===== src/rtl/spiMatchPkg.sv =====
package spiMatchPkg;
  // strobes from the sequencer to the datapath, one cycle each
  typedef struct packed {
    logic load;    // move queued word into the shift register
    logic shift;   // present the next outgoing bit
    logic sample;  // capture one incoming bit
    logic done;    // frame complete, hand over received word
    logic abort;   // frame dropped before completion
  } spiStrobeT;
endpackage


===== src/rtl/spiMatchCtrl.sv =====
module spiMatchCtrl
  import spiMatchPkg::*;
#(
  parameter int DATA_W   = 16,
  parameter int NARROW_W = 8,
  parameter int DIV_W    = 8
) (
  input  logic             clk,
  input  logic             rstN,
  input  logic             cfgEnable,
  input  logic             cfgMaster,
  input  logic             cfgCpol,
  input  logic             cfgCpha,
  input  logic             cfgWide,
  input  logic [DIV_W-1:0] cfgDiv,
  input  logic             txFull,
  input  logic             clrModeFault,
  input  logic             sclkIn,
  input  logic             ssIn,
  output spiStrobeT        strb,
  output logic             sclkOut,
  output logic             ssOut,
  output logic             modeFault,
  output logic             masterOn,
  output logic             slaveSel
);
  localparam int CNT_W = $clog2(2 * DATA_W + 1);

  typedef enum logic [1:0] {ST_IDLE, ST_RUN, ST_HOLD} stateT;

  stateT            state;
  logic [CNT_W-1:0] edgeCnt;
  logic [CNT_W-1:0] totalEdges;
  logic [CNT_W-1:0] lastEdge;
  logic [DIV_W-1:0] halfCnt;
  logic [1:0]       sclkSync;
  logic [1:0]       ssSync;
  logic             sclkLast;
  logic             ssLow;
  logic             tick;
  logic             edgeStb;
  logic             faultSet;
  logic             slaveOn;
  logic             slaveEdge;

  assign totalEdges = cfgWide ? CNT_W'(2 * DATA_W) : CNT_W'(2 * NARROW_W);
  assign lastEdge   = totalEdges - CNT_W'(1);
  assign ssLow      = ~ssSync[1];
  assign faultSet   = cfgEnable & cfgMaster & ssLow;
  assign masterOn   = cfgEnable & cfgMaster & ~modeFault;
  assign slaveOn    = cfgEnable & ~cfgMaster;
  assign tick       = (halfCnt == cfgDiv);
  assign slaveEdge  = sclkSync[1] ^ sclkLast;
  assign slaveSel   = slaveOn & ssLow & (state != ST_IDLE);
  assign edgeStb    = (state == ST_RUN) && (edgeCnt != totalEdges) &&
                      (cfgMaster ? tick : slaveEdge);

  always_comb begin
    strb       = '0;
    strb.load  = (state == ST_IDLE) &&
                 (cfgMaster ? (masterOn & txFull & ~faultSet) : (slaveOn & ssLow));
    strb.abort = (state != ST_IDLE) &&
                 (cfgMaster ? (faultSet | ~cfgEnable) : (~slaveOn | ~ssLow));
    strb.done  = (state == ST_RUN) && !strb.abort && (edgeCnt == totalEdges) &&
                 (cfgMaster ? tick : 1'b1);
    strb.sample = edgeStb && !strb.abort &&
                  (cfgCpha ? edgeCnt[0] : ~edgeCnt[0]);
    strb.shift  = edgeStb && !strb.abort &&
                  (cfgCpha ? (~edgeCnt[0] && edgeCnt != '0)
                           : (edgeCnt[0] && edgeCnt != lastEdge));
  end

  // input synchronisers for the slave-side pins and the select input
  always_ff @(posedge clk or negedge rstN) begin
    if (!rstN) begin
      sclkSync <= '0;
      ssSync   <= '1;
      sclkLast <= 1'b0;
    end else begin
      sclkSync <= {sclkSync[0], sclkIn};
      ssSync   <= {ssSync[0], ssIn};
      sclkLast <= sclkSync[1];
    end
  end

  always_ff @(posedge clk or negedge rstN) begin
    if (!rstN) begin
      modeFault <= 1'b0;
    end else if (faultSet) begin
      modeFault <= 1'b1;
    end else if (clrModeFault) begin
      modeFault <= 1'b0;
    end
  end

  always_ff @(posedge clk or negedge rstN) begin
    if (!rstN) begin
      state   <= ST_IDLE;
      edgeCnt <= '0;
      halfCnt <= '0;
      ssOut   <= 1'b1;
      sclkOut <= 1'b0;
    end else if (strb.abort) begin
      state   <= ST_IDLE;
      ssOut   <= 1'b1;
      sclkOut <= cfgCpol;
    end else begin
      case (state)
        ST_IDLE: begin
          edgeCnt <= '0;
          halfCnt <= '0;
          sclkOut <= cfgCpol;
          ssOut   <= 1'b1;
          if (strb.load) begin
            state <= ST_RUN;
            ssOut <= ~cfgMaster;
          end
        end
        ST_RUN: begin
          if (cfgMaster) begin
            halfCnt <= tick ? '0 : halfCnt + DIV_W'(1);
            if (edgeStb) sclkOut <= ~sclkOut;
          end else begin
            sclkOut <= cfgCpol;
          end
          if (edgeStb) edgeCnt <= edgeCnt + CNT_W'(1);
          if (strb.done) begin
            state   <= cfgMaster ? ST_IDLE : ST_HOLD;
            ssOut   <= 1'b1;
            sclkOut <= cfgCpol;
          end
        end
        default: begin
          sclkOut <= cfgCpol;
        end
      endcase
    end
  end

  AST_SCLK_QUIET_UNSELECTED: assert property (@(posedge clk) disable iff (!rstN)
    (ssOut && $past(ssOut)) |-> (sclkOut == $past(cfgCpol)));
  AST_FAULT_RELEASES_SS: assert property (@(posedge clk) disable iff (!rstN)
    modeFault |-> ssOut);
  AST_EDGE_BOUND: assert property (@(posedge clk) disable iff (!rstN)
    (state == ST_RUN) |-> (edgeCnt <= totalEdges));
endmodule


===== src/rtl/spiMatchData.sv =====
module spiMatchData
  import spiMatchPkg::*;
#(
  parameter int DATA_W   = 16,
  parameter int NARROW_W = 8
) (
  input  logic              clk,
  input  logic              rstN,
  input  spiStrobeT         strb,
  input  logic              cfgMaster,
  input  logic              cfgLsbFirst,
  input  logic              cfgWide,
  input  logic              txWrite,
  input  logic [DATA_W-1:0] txData,
  input  logic              rxRead,
  input  logic [DATA_W-1:0] matchValue,
  input  logic              clrOverrun,
  input  logic              clrMatch,
  input  logic              misoIn,
  input  logic              mosiIn,
  output logic              txBit,
  output logic              txFull,
  output logic              rxFull,
  output logic [DATA_W-1:0] rxHold,
  output logic              overrun,
  output logic              matchFlag
);
  localparam int PAD_W = DATA_W - NARROW_W;

  logic [DATA_W-1:0] txHold;
  logic [DATA_W-1:0] txSh;
  logic [DATA_W-1:0] rxSh;
  logic [DATA_W-1:0] rxWord;
  logic [DATA_W-1:0] lenMask;
  logic [1:0]        mosiSync;
  logic              rxIn;
  logic              rxTake;
  logic              lost;

  assign lenMask = cfgWide ? '1 : {{PAD_W{1'b0}}, {NARROW_W{1'b1}}};
  assign txBit   = cfgLsbFirst ? txSh[0]
                 : (cfgWide ? txSh[DATA_W-1] : txSh[NARROW_W-1]);
  assign rxIn    = cfgMaster ? misoIn : mosiSync[1];

  // an LSB-first narrow frame collects in the upper half of the shifter
  always_comb begin
    if (cfgWide)          rxWord = rxSh;
    else if (cfgLsbFirst) rxWord = {{PAD_W{1'b0}}, rxSh[DATA_W-1:PAD_W]};
    else                  rxWord = {{PAD_W{1'b0}}, rxSh[NARROW_W-1:0]};
  end

  assign rxTake = strb.done && (!rxFull || rxRead);
  assign lost   = strb.done && rxFull && !rxRead;

  always_ff @(posedge clk or negedge rstN) begin
    if (!rstN) mosiSync <= '0;
    else       mosiSync <= {mosiSync[0], mosiIn};
  end

  // transmit side: holding register in front of the shifter
  always_ff @(posedge clk or negedge rstN) begin
    if (!rstN) begin
      txHold <= '0;
      txFull <= 1'b0;
      txSh   <= '0;
    end else begin
      if (strb.load) begin
        txSh   <= txFull ? txHold : '0;
        txFull <= 1'b0;
      end else begin
        if (txWrite && !txFull) begin
          txHold <= txData;
          txFull <= 1'b1;
        end
        if (strb.shift) begin
          txSh <= cfgLsbFirst ? (txSh >> 1) : (txSh << 1);
        end
      end
    end
  end

  // receive side: shifter, holding register and flags
  always_ff @(posedge clk or negedge rstN) begin
    if (!rstN) begin
      rxSh      <= '0;
      rxHold    <= '0;
      rxFull    <= 1'b0;
      overrun   <= 1'b0;
      matchFlag <= 1'b0;
    end else begin
      if (strb.load || strb.abort) begin
        rxSh <= '0;
      end else if (strb.sample) begin
        rxSh <= cfgLsbFirst ? {rxIn, rxSh[DATA_W-1:1]} : {rxSh[DATA_W-2:0], rxIn};
      end
      if (rxTake) rxHold <= rxWord;
      rxFull <= (rxFull && !rxRead) || strb.done;
      if (lost)            overrun <= 1'b1;
      else if (clrOverrun) overrun <= 1'b0;
      if (strb.done && (rxWord == (matchValue & lenMask))) matchFlag <= 1'b1;
      else if (clrMatch)                                    matchFlag <= 1'b0;
    end
  end

  AST_TX_EMPTY_AFTER_LOAD: assert property (@(posedge clk) disable iff (!rstN)
    strb.load |=> !txFull);
  AST_RX_KEPT_WHEN_FULL: assert property (@(posedge clk) disable iff (!rstN)
    (rxFull && !rxRead) |=> (rxHold == $past(rxHold)));
  AST_OVERRUN_ON_LOSS: assert property (@(posedge clk) disable iff (!rstN)
    (strb.done && rxFull && !rxRead) |=> overrun);
  AST_MATCH_NEEDS_FRAME: assert property (@(posedge clk) disable iff (!rstN)
    (!strb.done && !matchFlag) |=> !matchFlag);
endmodule


===== src/rtl/spiMatchPort.sv =====
module spiMatchPort
  import spiMatchPkg::*;
#(
  parameter int DATA_W   = 16,
  parameter int NARROW_W = 8,
  parameter int DIV_W    = 8
) (
  input  logic              clk,
  input  logic              rstN,
  input  logic              cfgEnable,
  input  logic              cfgMaster,
  input  logic              cfgCpol,
  input  logic              cfgCpha,
  input  logic              cfgLsbFirst,
  input  logic              cfgWide,
  input  logic [DIV_W-1:0]  cfgDiv,
  input  logic [DATA_W-1:0] matchValue,
  input  logic              txWrite,
  input  logic [DATA_W-1:0] txData,
  input  logic              rxRead,
  output logic [DATA_W-1:0] rxData,
  input  logic              clrModeFault,
  input  logic              clrOverrun,
  input  logic              clrMatch,
  output logic              txEmpty,
  output logic              rxFull,
  output logic              modeFault,
  output logic              overrun,
  output logic              matchFlag,
  output logic              irq,
  output logic              sclkOut,
  output logic              sclkOe,
  input  logic              sclkIn,
  output logic              mosiOut,
  output logic              mosiOe,
  input  logic              mosiIn,
  output logic              misoOut,
  output logic              misoOe,
  input  logic              misoIn,
  output logic              ssOut,
  output logic              ssOe,
  input  logic              ssIn
);
  spiStrobeT strb;
  logic      txFull;
  logic      txBit;
  logic      masterOn;
  logic      slaveSel;

  spiMatchCtrl #(.DATA_W(DATA_W), .NARROW_W(NARROW_W), .DIV_W(DIV_W)) uCtrl (
    .clk(clk), .rstN(rstN), .cfgEnable(cfgEnable), .cfgMaster(cfgMaster),
    .cfgCpol(cfgCpol), .cfgCpha(cfgCpha), .cfgWide(cfgWide), .cfgDiv(cfgDiv),
    .txFull(txFull), .clrModeFault(clrModeFault), .sclkIn(sclkIn), .ssIn(ssIn),
    .strb(strb), .sclkOut(sclkOut), .ssOut(ssOut), .modeFault(modeFault),
    .masterOn(masterOn), .slaveSel(slaveSel)
  );

  spiMatchData #(.DATA_W(DATA_W), .NARROW_W(NARROW_W)) uData (
    .clk(clk), .rstN(rstN), .strb(strb), .cfgMaster(cfgMaster),
    .cfgLsbFirst(cfgLsbFirst), .cfgWide(cfgWide), .txWrite(txWrite),
    .txData(txData), .rxRead(rxRead), .matchValue(matchValue),
    .clrOverrun(clrOverrun), .clrMatch(clrMatch), .misoIn(misoIn),
    .mosiIn(mosiIn), .txBit(txBit), .txFull(txFull), .rxFull(rxFull),
    .rxHold(rxData), .overrun(overrun), .matchFlag(matchFlag)
  );

  assign txEmpty = ~txFull;
  assign irq     = modeFault | overrun | matchFlag;
  assign sclkOe  = masterOn;
  assign mosiOe  = masterOn;
  assign ssOe    = masterOn;
  assign mosiOut = txBit;
  assign misoOut = txBit;
  assign misoOe  = slaveSel;

  AST_FAULT_STOPS_DRIVE: assert property (@(posedge clk) disable iff (!rstN)
    $rose(modeFault) |-> (!sclkOe && !mosiOe && !ssOe));
  AST_MISO_ONLY_AS_SLAVE: assert property (@(posedge clk) disable iff (!rstN)
    misoOe |-> (!cfgMaster && !mosiOe));
endmodule


===== config.mk =====
export PLATFORM = sky130hd
export DESIGN_NAME = spiMatchPort
export DESIGN_NICKNAME = d
export VERILOG_FILES = /design/src/rtl/spiMatchPkg.sv /design/src/rtl/spiMatchCtrl.sv /design/src/rtl/spiMatchData.sv /design/src/rtl/spiMatchPort.sv
export SDC_FILE = /design/constraint.sdc
export NUM_CORES = 1
export LEC_CHECK = 0
export BUFFER_PORTS_ARGS = -buffer_cell sky130_fd_sc_hd__buf_4
export CAP_MARGIN = 20
export CORE_MARGIN = 4
export CORE_UTILIZATION = 55
export CTS_BUF_LIST = sky130_fd_sc_hd__clkbuf_4
export DETAILED_ROUTE_END_ITERATION = 8
export GPL_TIMING_DRIVEN = 0
export HOLD_SLACK_MARGIN = 0.15
export PLACE_DENSITY_LB_ADDON = 0.08
export SYNTH_ARGS = -nofsm -noshare
export SYNTH_HDL_FRONTEND = slang
export SYNTH_SLANG_ARGS = --single-unit

===== constraint.sdc =====
create_clock -name clk -period 5.4 [get_ports clk]
set_input_delay 0.54 -clock clk [delete_from_list [all_inputs] [get_ports clk]]
set_output_delay 0.54 -clock clk [all_outputs]
set_load 0.1 [all_outputs]

=== Word level (Yosys, flattened, before mapping) ===
Index checks and enable logic that the tools add are counted.

* Add/subtract/negate cells: 3
* Equality and inequality tests: 11
* Muxes and demuxes: 47
* Bitwise operators: 25
* Reductions and logical operators: 41

{| class="wikitable"
|+ Operator list
! cell !! number
|-
| $mux W16 || 9
|-
| $mux W1 || 25
|-
| $mux W8 || 3
|-
| $logic_and A1 B1 Y1 || 18
|-
| $and A16 B16 Y16 || 1
|-
| $eq A16 B16 Y1 || 1
|-
| $pmux W8 S2 || 1
|-
| $reduce_bool A2 Y1 || 8
|-
| $mux W6 || 2
|-
| $ne A6 B6 Y1 || 2
|-
| $pmux W6 S2 || 1
|-
| $not A1 Y1 || 11
|-
| $reduce_and A3 Y1 || 3
|-
| $add A8 B1 Y8 const B || 1
|-
| $and A1 B1 Y1 || 8
|-
| $eq A8 B8 Y1 || 1
|-
| $mux W2 || 4
|-
| $add A6 B1 Y6 const B || 1
|-
| $eq A6 B6 Y1 || 1
|-
| $ne A3 B1 Y1 const B || 2
|-
| $reduce_bool A6 Y1 || 1
|-
| $sub A6 B1 Y6 const B || 1
|-
| $ne A5 B2 Y1 const B || 1
|-
| $logic_not A1 Y1 || 4
|-
| 11 further kinds || 17
|}

* Register bits after elaboration: 94
* Output and inout port bits: 30
* Logic and storage cells: 145

=== Logic depth before layout (Yosys ltp) ===
Gate-level depths: netlist of run 1.

* Depth after elaboration: 13
* Depth in mapped cells: 9
* Mapped depth without buffers: 8

=== Modules after synthesis ===
From an unflattened synthesis of run 1, not the netlist that was laid out.

* Cell total of the unflattened synthesis: 517
* Area total of the unflattened synthesis: 4972.3 um^2

{| class="wikitable"
|+ Modules (own cells, without submodules)
! module !! instances !! cells an instance !! area each (um^2) !! seq. area each (um^2)
|-
| spiMatchData || 1 || 355 || 3480.8 || 1751.7
|-
| spiMatchCtrl || 1 || 157 || 1458.9 || 604.3
|-
| spiMatchPort || 1 || 5 || 32.5 || 0.0
|}

=== Worst setup path after synthesis of run 1 ===
Ideal clock, no wire load.

* Path type: input -> output
* From: input port cfgEnable
* To: output port misoOe
* Data arrival time: 3910 ps
* Required time: 4860 ps
* Setup slack: 950 ps
* Stages on the path: 2
* Path buffers: 1
* Cells stage by stage: clkbuf_1 -> nor4b_1

* Cells in the longest elaborated chain, start to end: 3

{| class="wikitable"
|+ Ends and longest elaborated chain
! what !! line !! text
|-
| start, declared || spiMatchPort.sv:10 || <nowiki>input logic cfgEnable,</nowiki>
|-
| $and A1 B1 Y1 || spiMatchCtrl.sv:51 || <nowiki>assign slaveOn = cfgEnable & ~cfgMaster;</nowiki>
|-
| $and A1 B1 Y1 (2 in series) || spiMatchCtrl.sv:54 || <nowiki>assign slaveSel = slaveOn & ssLow & (state != ST_IDLE);</nowiki>
|-
| end, declared || spiMatchPort.sv:38 || <nowiki>output logic misoOe,</nowiki>
|}

Every way passes these cells.

=== Final worst setup path of run 1 ===
* From: register uCtrl.edgeCnt[0]
* To: register uData.txSh[2]

* Cells in the longest elaborated chain, start to end: 6
* Elaborated cells on any way between the ends: 12

{| class="wikitable"
|+ Ends and longest elaborated chain
! what !! line !! text
|-
| start, declared || spiMatchCtrl.sv:32 || <nowiki>logic [CNT_W-1:0] edgeCnt;</nowiki>
|-
| start signal, assigned || spiMatchCtrl.sv:126 || <nowiki>if (edgeStb) edgeCnt <= edgeCnt + CNT_W'(1);</nowiki>
|-
| $ne A6 B6 Y1 || spiMatchCtrl.sv:55 || <nowiki>assign edgeStb = (state == ST_RUN) && (edgeCnt != totalEdges) &&</nowiki>
|-
| $logic_and A1 B1 Y1 (2 in series) || spiMatchCtrl.sv:55 ||
|-
| $logic_and A1 B1 Y1 || spiMatchCtrl.sv:68 || <nowiki>strb.shift = edgeStb && !strb.abort &&</nowiki>
|-
| $logic_and A1 B1 Y1 (*) || spiMatchCtrl.sv:68 ||
|-
| $reduce_bool A2 Y1 (no line) (*) || - ||
|-
| end signal, assigned || spiMatchData.sv:68 || <nowiki>txSh <= txFull ? txHold : '0;</nowiki>
|-
| end signal, assigned || spiMatchData.sv:76 || <nowiki>txSh <= cfgLsbFirst ? (txSh >> 1) : (txSh << 1);</nowiki>
|-
| end, declared || spiMatchData.sv:31 || <nowiki>logic [DATA_W-1:0] txSh;</nowiki>
|}

Mark *: on every way between the ends. The rest lies on a longest branch, timed or not.
A chain may end at the register's enable or synchronous reset.

==> results of run 1 <==
[final timing paths]
path,to,startpoint,slack (ns)
hold / removal,uCtrl.ssSync[0]$_DFF_PN1_,ssIn,0.20
hold reg to reg,uCtrl.ssSync[1]$_DFF_PN1_,uCtrl.ssSync[0]$_DFF_PN1_,0.37
max in group asynchronous,uCtrl.ssSync[0]$_DFF_PN1_,rstN,4.06
setup reg to reg,uData.txSh[2]$_DFFE_PN0P_,uCtrl.edgeCnt[0]$_DFFE_PN0P_,2.62
min in group asynchronous,uCtrl.halfCnt[4]$_DFFE_PN0P_,rstN,0.63
setup / recovery,uData.txSh[2]$_DFFE_PN0P_,uCtrl.edgeCnt[0]$_DFFE_PN0P_,2.62
[final cells by class]
class,instances,area [sq um],area share (%)
inverter,9,33.78,0.5867
multi-input combinational,315,2297,39.90
clock inverter,7,72.57,1.260
tap,105,131.4,2.282
timing repair buffer,87,675.6,11.73
buffer,26,123.9,2.151
clock buffer,9,67.56,1.173
sequential,94,2356,40.92
[kinds of logic after synthesis]
| group | after synthesis |
|---|---|
| XOR/XNOR | 36 |
| flip-flops | 94 |
| multiplexers | 65 |
| AND/OR/NAND/NOR | 135 |
| buffers and inverters | 35 |
| AO/OA/AOI/OAI | 76 |
| adder cells (fa/ha/maj) | 3 |
[cell usage after synthesis (12+ instances only)]
library cell  instances
dfrtp_1              91
a31o_2               12
mux2_2               28
xnor2_1              13
clkbuf_1             12
xor2_1               23
o21ai_0              15
nand3_1              12
nor3_1               19
a21oi_1              14
mux2i_1              33
a221o_1              14
nand2_1              33
nor2_1               35
[per-stage QoR]
| stage | worst slack [ns] | instances | util [%] | hold WS (ns) |
|---|---|---|---|---|
| after floorplan | 0.9497 | 444 | - | 0.2444 |
| after global placement | 2.680 | 634 | 66.58 | 0.3369 |
| after detailed placement | 2.647 | 635 | 66.91 | 0.3378 |
| after CTS | 2.626 | 652 | 68.70 | 0.1822 |
| after global routing | 2.438 | 652 | 68.70 | 0.1530 |
| final | 2.618 | 652 | 68.70 | 0.2025 |
[per-layer routing]
| layer | wire (um) | track usage, % |
|---|---|---|
| met2 | 5114 | 35.01 |
| met1 | 4849 | 30.58 |
| met5 | 0 | 0 |
| met3 | 580 | 3.719 |
| met4 | 205 | 7.157 |
[state kept, by name, indices dropped and copies added (netlist names), 2 cells and up]
| name | count |
|---|---|
| uCtrl.state | 2 |
| uData.rxSh | 16 |
| uCtrl.edgeCnt | 6 |
| uData.mosiSync | 2 |
| uData.txSh | 16 |
| uCtrl.sclkSync | 2 |
| uCtrl.halfCnt | 8 |
| uData.rxHold | 16 |
| uCtrl.ssSync | 2 |
| uData.txHold | 16 |
[power groups by stage]
stage               Sequential, uW  Clock (uW)  Combinational, uW
finish                         850         382                310
global route                   860         423                339
floorplan                      849           0                213
detailed placement             862           0                312
CTS                            849         389                314
global placement               859           0                302
[worst max-delay path, cell delays in order (launching register included)]
cell and delay [ns]:
dfrtp_1 0.47, inv_1 0.15, ha_1 0.16, or3b_1 0.36, a21oi_1 0.47, nor2_1 0.24
nand3_2 0.22, buf_2 0.26, nor2_1 0.09, a221o_1 0.26
==> results.md, run 1 <==
- Max Fclk: 0.3595 GHz
- Syn_area_per_cell: 10.84 sq um
- P_leak: 0.002719 uW
- Final setup viols: 0
- Fin area: 0.005758 sq mm
- First-pass GRT wire length: 17.93 mm
- Post-synth EDFFs: 0
- Vias per std cell: 5.748
- Avg WL per Cell: 16.49 um
- Layout Area Growth over Synthesis: 19.69%
- Compound-gate portion of the synthesized area: 12.07%
- Initial antenna violation count: 0
- WL final: 10.75 mm
- Data arrival, critical path: 3.11 ns
- GP Congestion: 0.9070
- Synth warnings: 0
- Share of layout cells above drive strength 1: 29.43%
- Logic pwr share: 20.1%
- Setup Fix Bufs, Post-CTS: 0
- Synth Area in Adders: 0.7802%
- CTS H-Tree Depth: 3
- Core Area: 0.008382 sq mm
- Pint: 1069 uW
- Simple logic cell fraction of the synthesized area: 13.99%
- CTS root buffer: clkbuf_4
- Synthesized instance count: 444
- Mapped cell area: 0.004811 sq mm
- Largest net degree at the start of global routing: 50
- #FFs+latches synth: 94
- DIE WIDTH: 101.5 um
- Diode count: 0
- Largest family of logic cells by synthesized area: multiplexers
- Power density cells: 267.8 mW/mm^2
- Shortest period the worst path allows: 2.782 ns
- Most common cell after layout, fill and taps aside: dfrtp_1
- Sw power: 472.8 uW
- Detail Route Antenna Nets: 0
- Slew margin rel.: 41.94%
- Chip Height: 101.5 um
- Least-Margin Pin Slew: 0.8642 ns
- Pre-Repair DR Iteration Count: 4
- Crit share post-route: 51.52%
- Synth top area share: 47.33%
- Yosys cell types: 52
- Area after DPL: 0.005608 sq mm
- Grt total ovfl: 0
- XOR/XNOR share of the synthesized area: 6.554%
- Most frequent cells in the layout: dfrtp_1, buf_4, nor2_1
- Status: finished, final reports clean
- Switching fraction of total power: 30.66%
- R2R depth: 9
- Via count: 3,748
- CP Launch Type: register
- CTS tree: done
- Max Slew Vio Count: 0
- Crit path kind: register to register
- Worst-path clk slew: 0.14 ns
- Rows: 33
- Hold-fix buffer count after cts: 1
- CP max FO: 10
- Top post-synthesis cells by area: dfrtp_1, mux2i_1, mux2_2
- Vias in the first global route: 3,622
- Total GRT Usage: 21.90%
- Fillers: 653
- Clock power share: 24.8%
- Synth Flop Type: dfrtp_1
- Critical path endpoint category: register
- Drt drc: 0
- Mux contribution to synthesized area: 14.36%
- WP data required: 5.73 ns
- RSZ-0062 raised after global routing: no
- Tot Pwr: 1542 uW
- Post-Synthesis Net Count: 504
- CTS resizes: 0
- IO Pins: 87
- Nets: 602
- HP Class: primary input to register
- Final setup skew: 0.02537 ns
- Port buffer count: 85
- Buffer depth of the longest clock path: 2
- Peak supply drop: 0.0002136 V
- Initial Util: 57.40%
- Sequential Power Share: 55.1%
- Hold path depth: 1
- Post-synth ARST share: 100.0%
- Clock Latency Late Sink: 0.44 ns
- Final TNS setup: 0 ns
- CTS Buf Count: 9
- 1st-iter DRT viols: 174
- Clk sinks: 94
- Die area: 0.01031 sq mm
- Max-cap violations: 0
- Post-synthesis sequential area ratio: 48.97%
- Final Hold Vio Count: 0
- Hpwl dp: 8.047 mm
- Post-synth top area cell: dfrtp_1
(Power assumes the default switching activity.)
==> run 2: changes to the inputs <==
- clock period: 5.4 -> 2.6 ns (I/O delays scaled with it)
==> results.md, run 2 (synthesized netlist as in run 1, its figures left out) <==
- Drt drc: 0
- Hpwl dp: 7.808 mm
- Hold path depth: 3
- Fin area: 0.006096 sq mm
- DIE WIDTH: 101.5 um
- First-pass GRT wire length: 18.62 mm
- Final setup skew: 0.02103 ns
- Port buffer count: 85
- Slew margin rel.: 50.89%
- Peak supply drop: 0.0004046 V
- Diode count: 0
- Most common cell after layout, fill and taps aside: buf_4
- Power density cells: 520.3 mW/mm^2
- Core Area: 0.008382 sq mm
- Avg WL per Cell: 16.18 um
- Worst setup path endpoint: uData.txSh[1]$_DFFE_PN0P_
- CTS H-Tree Depth: 3
- Least-Margin Pin Slew: 0.7366 ns
- CP max FO: 10
- Via count: 3,870
- Shortest period the worst path allows: 2.514 ns
- Met3 wire len: 552 um
- Largest net degree at the start of global routing: 75
- Status: finished, final reports clean
- Final Hold Vio Count: 0
- Share of layout cells above drive strength 1: 30.68%
- R2R depth: 7
- Vias in the first global route: 3,738
- IO Pins: 87
- Finished Core Util: 72.73%
- Clock Latency Late Sink: 0.45 ns
- WP data required: 2.93 ns
- Vias per std cell: 5.674
- HP Class: primary input to register
- Fillers: 621
- WL final: 11.03 mm
- Total GRT Usage: 22.85%
- P_leak: 0.002864 uW
- Hold Slack: 0.1813 ns
- CTS tree: done
- Met1 WL: 4.950 mm
- CTS Buf Count: 9
- Layout Area Growth over Synthesis: 26.71%
- Grt total ovfl: 0
- Critical R2R Capture: uData.txSh[1]$_DFFE_PN0P_
- Crit share post-route: 96.70%
- Max Used Layer: met4
- Rows: 33
- Critical path endpoint category: register
- Buffer depth of the longest clock path: 2
- Max-cap violations: 0
- Crit path kind: register to register
- R2r startpoint: uCtrl.edgeCnt[0]$_DFFE_PN0P_
- Data arrival, critical path: 2.84 ns
- Area after DPL: 0.005620 sq mm
- Met2 wire len: 5.367 mm
- Placed cells: 635
- Pre-Repair DR Iteration Count: 4
- Chip Height: 101.5 um
- Non-Filler Instances: 682
- Most frequent cells in the layout: buf_4, dfrtp_1, nand2_1, mux2i_1, nor2_1
- Max Fclk: 0.3977 GHz
- CP Launch Type: register
- Final setup viols: 0
- Clk sinks: 94
- Nets: 632
- CTS root buffer: clkbuf_4
- Die area: 0.01031 sq mm
- Max Slew Vio Count: 0
- Initial Util: 57.40%
- Initial antenna violation count: 0
- Detail Route Antenna Nets: 0
- Crit path launch: uCtrl.edgeCnt[0]$_DFFE_PN0P_
- Flop-to-flop setup slack: 0.09 ns
- Worst-path clk slew: 0.15 ns
- GP Congestion: 0.8919
- 1st-iter DRT viols: 167
[run 2: worst min path at each step]
stage / endpoint / start / slack [ns]
final: uCtrl.modeFault$_DFFE_PN0P_ / cfgEnable / 0.18
after global routing: uCtrl.modeFault$_DFFE_PN0P_ / cfgEnable / 0.19
after CTS: uCtrl.modeFault$_DFFE_PN0P_ / cfgEnable / 0.16
after detailed placement: uCtrl.halfCnt[4]$_DFFE_PN0P_ / rstN / 0.18
after global placement: uCtrl.sclkSync[1]$_DFF_PN0_ / uCtrl.sclkSync[0]$_DFF_PN0_ / 0.34
after floorplan: uCtrl.edgeCnt[0]$_DFFE_PN0P_ / rstN / -0.04
[run 2: area by class of cell]
type                    count  area, sq um  share of cell area (%)
plain buffers              25        123.9                   2.032
clock buffers              10        75.07                   1.232
clock inverters             6        46.29                  0.7594
inverters                   9        33.78                  0.5542
multi-input cells         315         2355                   38.63
flip-flops and latches     94         2357                   38.67
well taps                 105        131.4                   2.155
repair buffers            118        973.4                   15.97
[run 2: metal layers]
| metal | global-route usage (%) | up-vias |
|---|---|---|
| met3 | 3.375 | 14 |
| met5 | 0 | - |
| met1 | 32.19 | 1885 |
| met4 | 7.157 | 0 |
| li1 | - | 1865 |
| met2 | 36.72 | 106 |
[run 2: critical path, stage by stage (launching register included)]
cell and delay [ns]:
dfrtp_2 0.48, ha_1 0.25, and4b_1 0.18, a211o_1 0.30, a2111oi_4 0.43, a31oi_4 0.19, buf_4 0.23, a221o_1 0.35
[run 2: what timing repair did]
action	4_1_cts	5_1_grt
endpoints found under the setup margin	38	49
cloned	0	0
hold buffers	27	0
buffers inserted	4	1
gates resized for setup	5	7
endpoints found under the hold margin	117	0
pin swaps	1	1
[run 2: power breakdown]
group	leakage, uW	internal, uW	switching, uW
sequential	0.00123	1630	132
combinational	0.00157	322	361
clock	0.0000634	214	508
total	0.00286	2170	1000
[run 2: stage by stage]
step	setup TNS, ns	setup slack, ns	power [uW]
after floorplan	0	0.01316	2210
after global placement	-0.7652	-0.1080	2413
after detailed placement	-2.418	-0.1882	2442
after CTS	0	0.001595	3194
after global routing	-0.003457	-0.003457	3349
final	0	0.08579	3172
==> run 3: changes to the inputs <==
- RECOVER_POWER: not set -> 50
==> results.md, run 3 (synthesized netlist as in run 1, its figures left out) <==
- Status: finished, final reports clean
- Vias in the first global route: 3,738
- Power density cells: 522.5 mW/mm^2
- Top delay family on crit path: compound AO/OA/AOI/OAI gates
- P_leak: 0.002834 uW
- HP Class: primary input to register
- Rows: 33
- WL final: 11.04 mm
- Critical R2R Capture: uData.txSh[1]$_DFFE_PN0P_
- DIE WIDTH: 101.5 um
- Port buffer count: 85
- Max Fclk: 0.3977 GHz
- First-pass GRT wire length: 18.62 mm
- Final TNS setup: 0 ns
- Peak supply drop: 0.0004044 V
- Final setup viols: 0
- R2r startpoint: uCtrl.edgeCnt[0]$_DFFE_PN0P_
- CTS H-Tree Depth: 3
- Drt drc: 0
- 1st-iter DRT viols: 167
- Most frequent cells in the layout: dfrtp_1, buf_4, nand2_1, mux2i_1, nor2_1
- Hold_sp: cfgEnable
- Clock Latency Late Sink: 0.45 ns
- Finished Core Util: 72.41%
- CP peak stage delay: 0.48 ns
- Max stage delay cell, worst path: dfrtp_2
- GP Congestion: 0.8919
- Hold path endpoint: uCtrl.modeFault$_DFFE_PN0P_
- Share of layout cells above drive strength 1: 29.46%
- CP Buf/Inv Count: 1
- Slew margin rel.: 10.32%
- Data arrival, critical path: 2.84 ns
- Total GRT Usage: 22.85%
- CTS root buffer: clkbuf_4
- Detail Route Antenna Nets: 0
- Hpwl dp: 7.808 mm
- Setup ws final: 0.08573 ns
- Crit share post-route: 96.70%
- Chip Height: 101.5 um
- Least-Margin Pin Slew: 1.345 ns
- Worst-path clk slew: 0.15 ns
- WP data required: 2.93 ns
- Crit path kind: register to register
- Buffer depth of the longest clock path: 2
- Crit-path cells: ha_1, and4b_1, a211o_1, a2111oi_4, a31oi_4, buf_4, a221o_1
- Diode count: 0
- Clk sinks: 94
- Max Slew Vio Count: 0
- Initial antenna violation count: 0
- Via count: 3,857
- Flop-to-flop setup slack: 0.09 ns
- Hold Slack: 0.1803 ns
- Most common cell after layout, fill and taps aside: dfrtp_1
- Fillers: 629
- CP Launch Type: register
- R2R depth: 7
- Largest net degree at the start of global routing: 75
- Final setup skew: 0.02161 ns
- IO Pins: 87
- Worst slack, placed: -0.1882 ns
- CTS Buf Count: 9
- CTS tree: done
- Shortest period the worst path allows: 2.514 ns
- Pre-Repair DR Iteration Count: 4
- Final Hold Vio Count: 0
- Max-cap violations: 0
- Grt total ovfl: 0
- Core Area: 0.008382 sq mm
- Nets: 632
- Avg WL per Cell: 16.18 um
- Die area: 0.01031 sq mm
- Initial Util: 57.40%
- Critical path endpoint category: register
- Layout Area Growth over Synthesis: 26.16%
- Vias per std cell: 5.655
- CP max FO: 10
- Hold path depth: 3
## run 3: tightest hold or removal path, delay by kind of cell
family	cells	cell delay, ns
buf+inv	1	0.12
simple gates	1	0.12
compound gates	1	0.10
## run 3: stage by stage
step	total power, uW	std cells	cell area (sq um)
final	3171	682	6070
after global placement	2413	634	5593
after detailed placement	2442	635	5620
after floorplan	2210	444	4823
after global routing	3349	682	6070
after CTS	3194	682	6070
## run 3: report_power, final
group	switching [uW]	leakage, uW	internal, uW
clock network	508	0.0000634	214
registers	132	0.00123	1630
logic	361	0.00154	322
## run 3: cell type report
cell class	count	area, sq um	area share, %
plain buffers	25	123.9	2.041
clock buffers	10	75.07	1.237
clock inverters	6	46.29	0.7627
inverters	9	33.78	0.5566
multi-input cells	315	2355	38.80
flip-flops and latches	94	2357	38.84
well taps	105	131.4	2.165
repair buffers	118	947.2	15.61
## run 3: worst max-delay path by stage
| stage | slack (ns) | to | from | cells after the start |
|---|---|---|---|---|
| 2_1_floorplan | 0.01 | misoOe | uCtrl.ssSync[1]$_DFF_PN1_ | 2 |
| 3_3_place_gp | -0.11 | uData.rxHold[5]$_DFFE_PN0P_ | uCtrl.edgeCnt[0]$_DFFE_PN0P_ | 7 |
| 3_5_place_dp | -0.19 | uData.rxHold[6]$_DFFE_PN0P_ | uCtrl.edgeCnt[0]$_DFFE_PN0P_ | 7 |
| 4_1_cts | 0.002 | uData.txSh[1]$_DFFE_PN0P_ | uCtrl.edgeCnt[0]$_DFFE_PN0P_ | 7 |
| 5_1_grt | -0.003 | uData.rxSh[0]$_DFFE_PN0P_ | uCtrl.edgeCnt[0]$_DFFE_PN0P_ | 9 |
| 6_report | 0.09 | uData.txSh[1]$_DFFE_PN0P_ | uCtrl.edgeCnt[0]$_DFFE_PN0P_ | 7 |
## run 3: layer usage
layer / part of all wire [%] / vias up / routed length, um / global-route usage (%)
met2: 48 / 101 / 5329 / 36.72
met1: 45 / 1876 / 5013 / 32.19
li1: - / 1866 / - / -
met4: 1.5 / 0 / 163 / 7.157
met5: 0 / - / 0 / 0
met3: 4.8 / 14 / 528 / 3.375
## run 3: repair_timing
action	CTS	global route
endpoints found under the setup margin	38	49
hold buffers	27	0
endpoints found under the hold margin	117	0
pin swaps	1	1
setup buffers	4	1
gates resized for setup	5	7
gates cloned	0	0
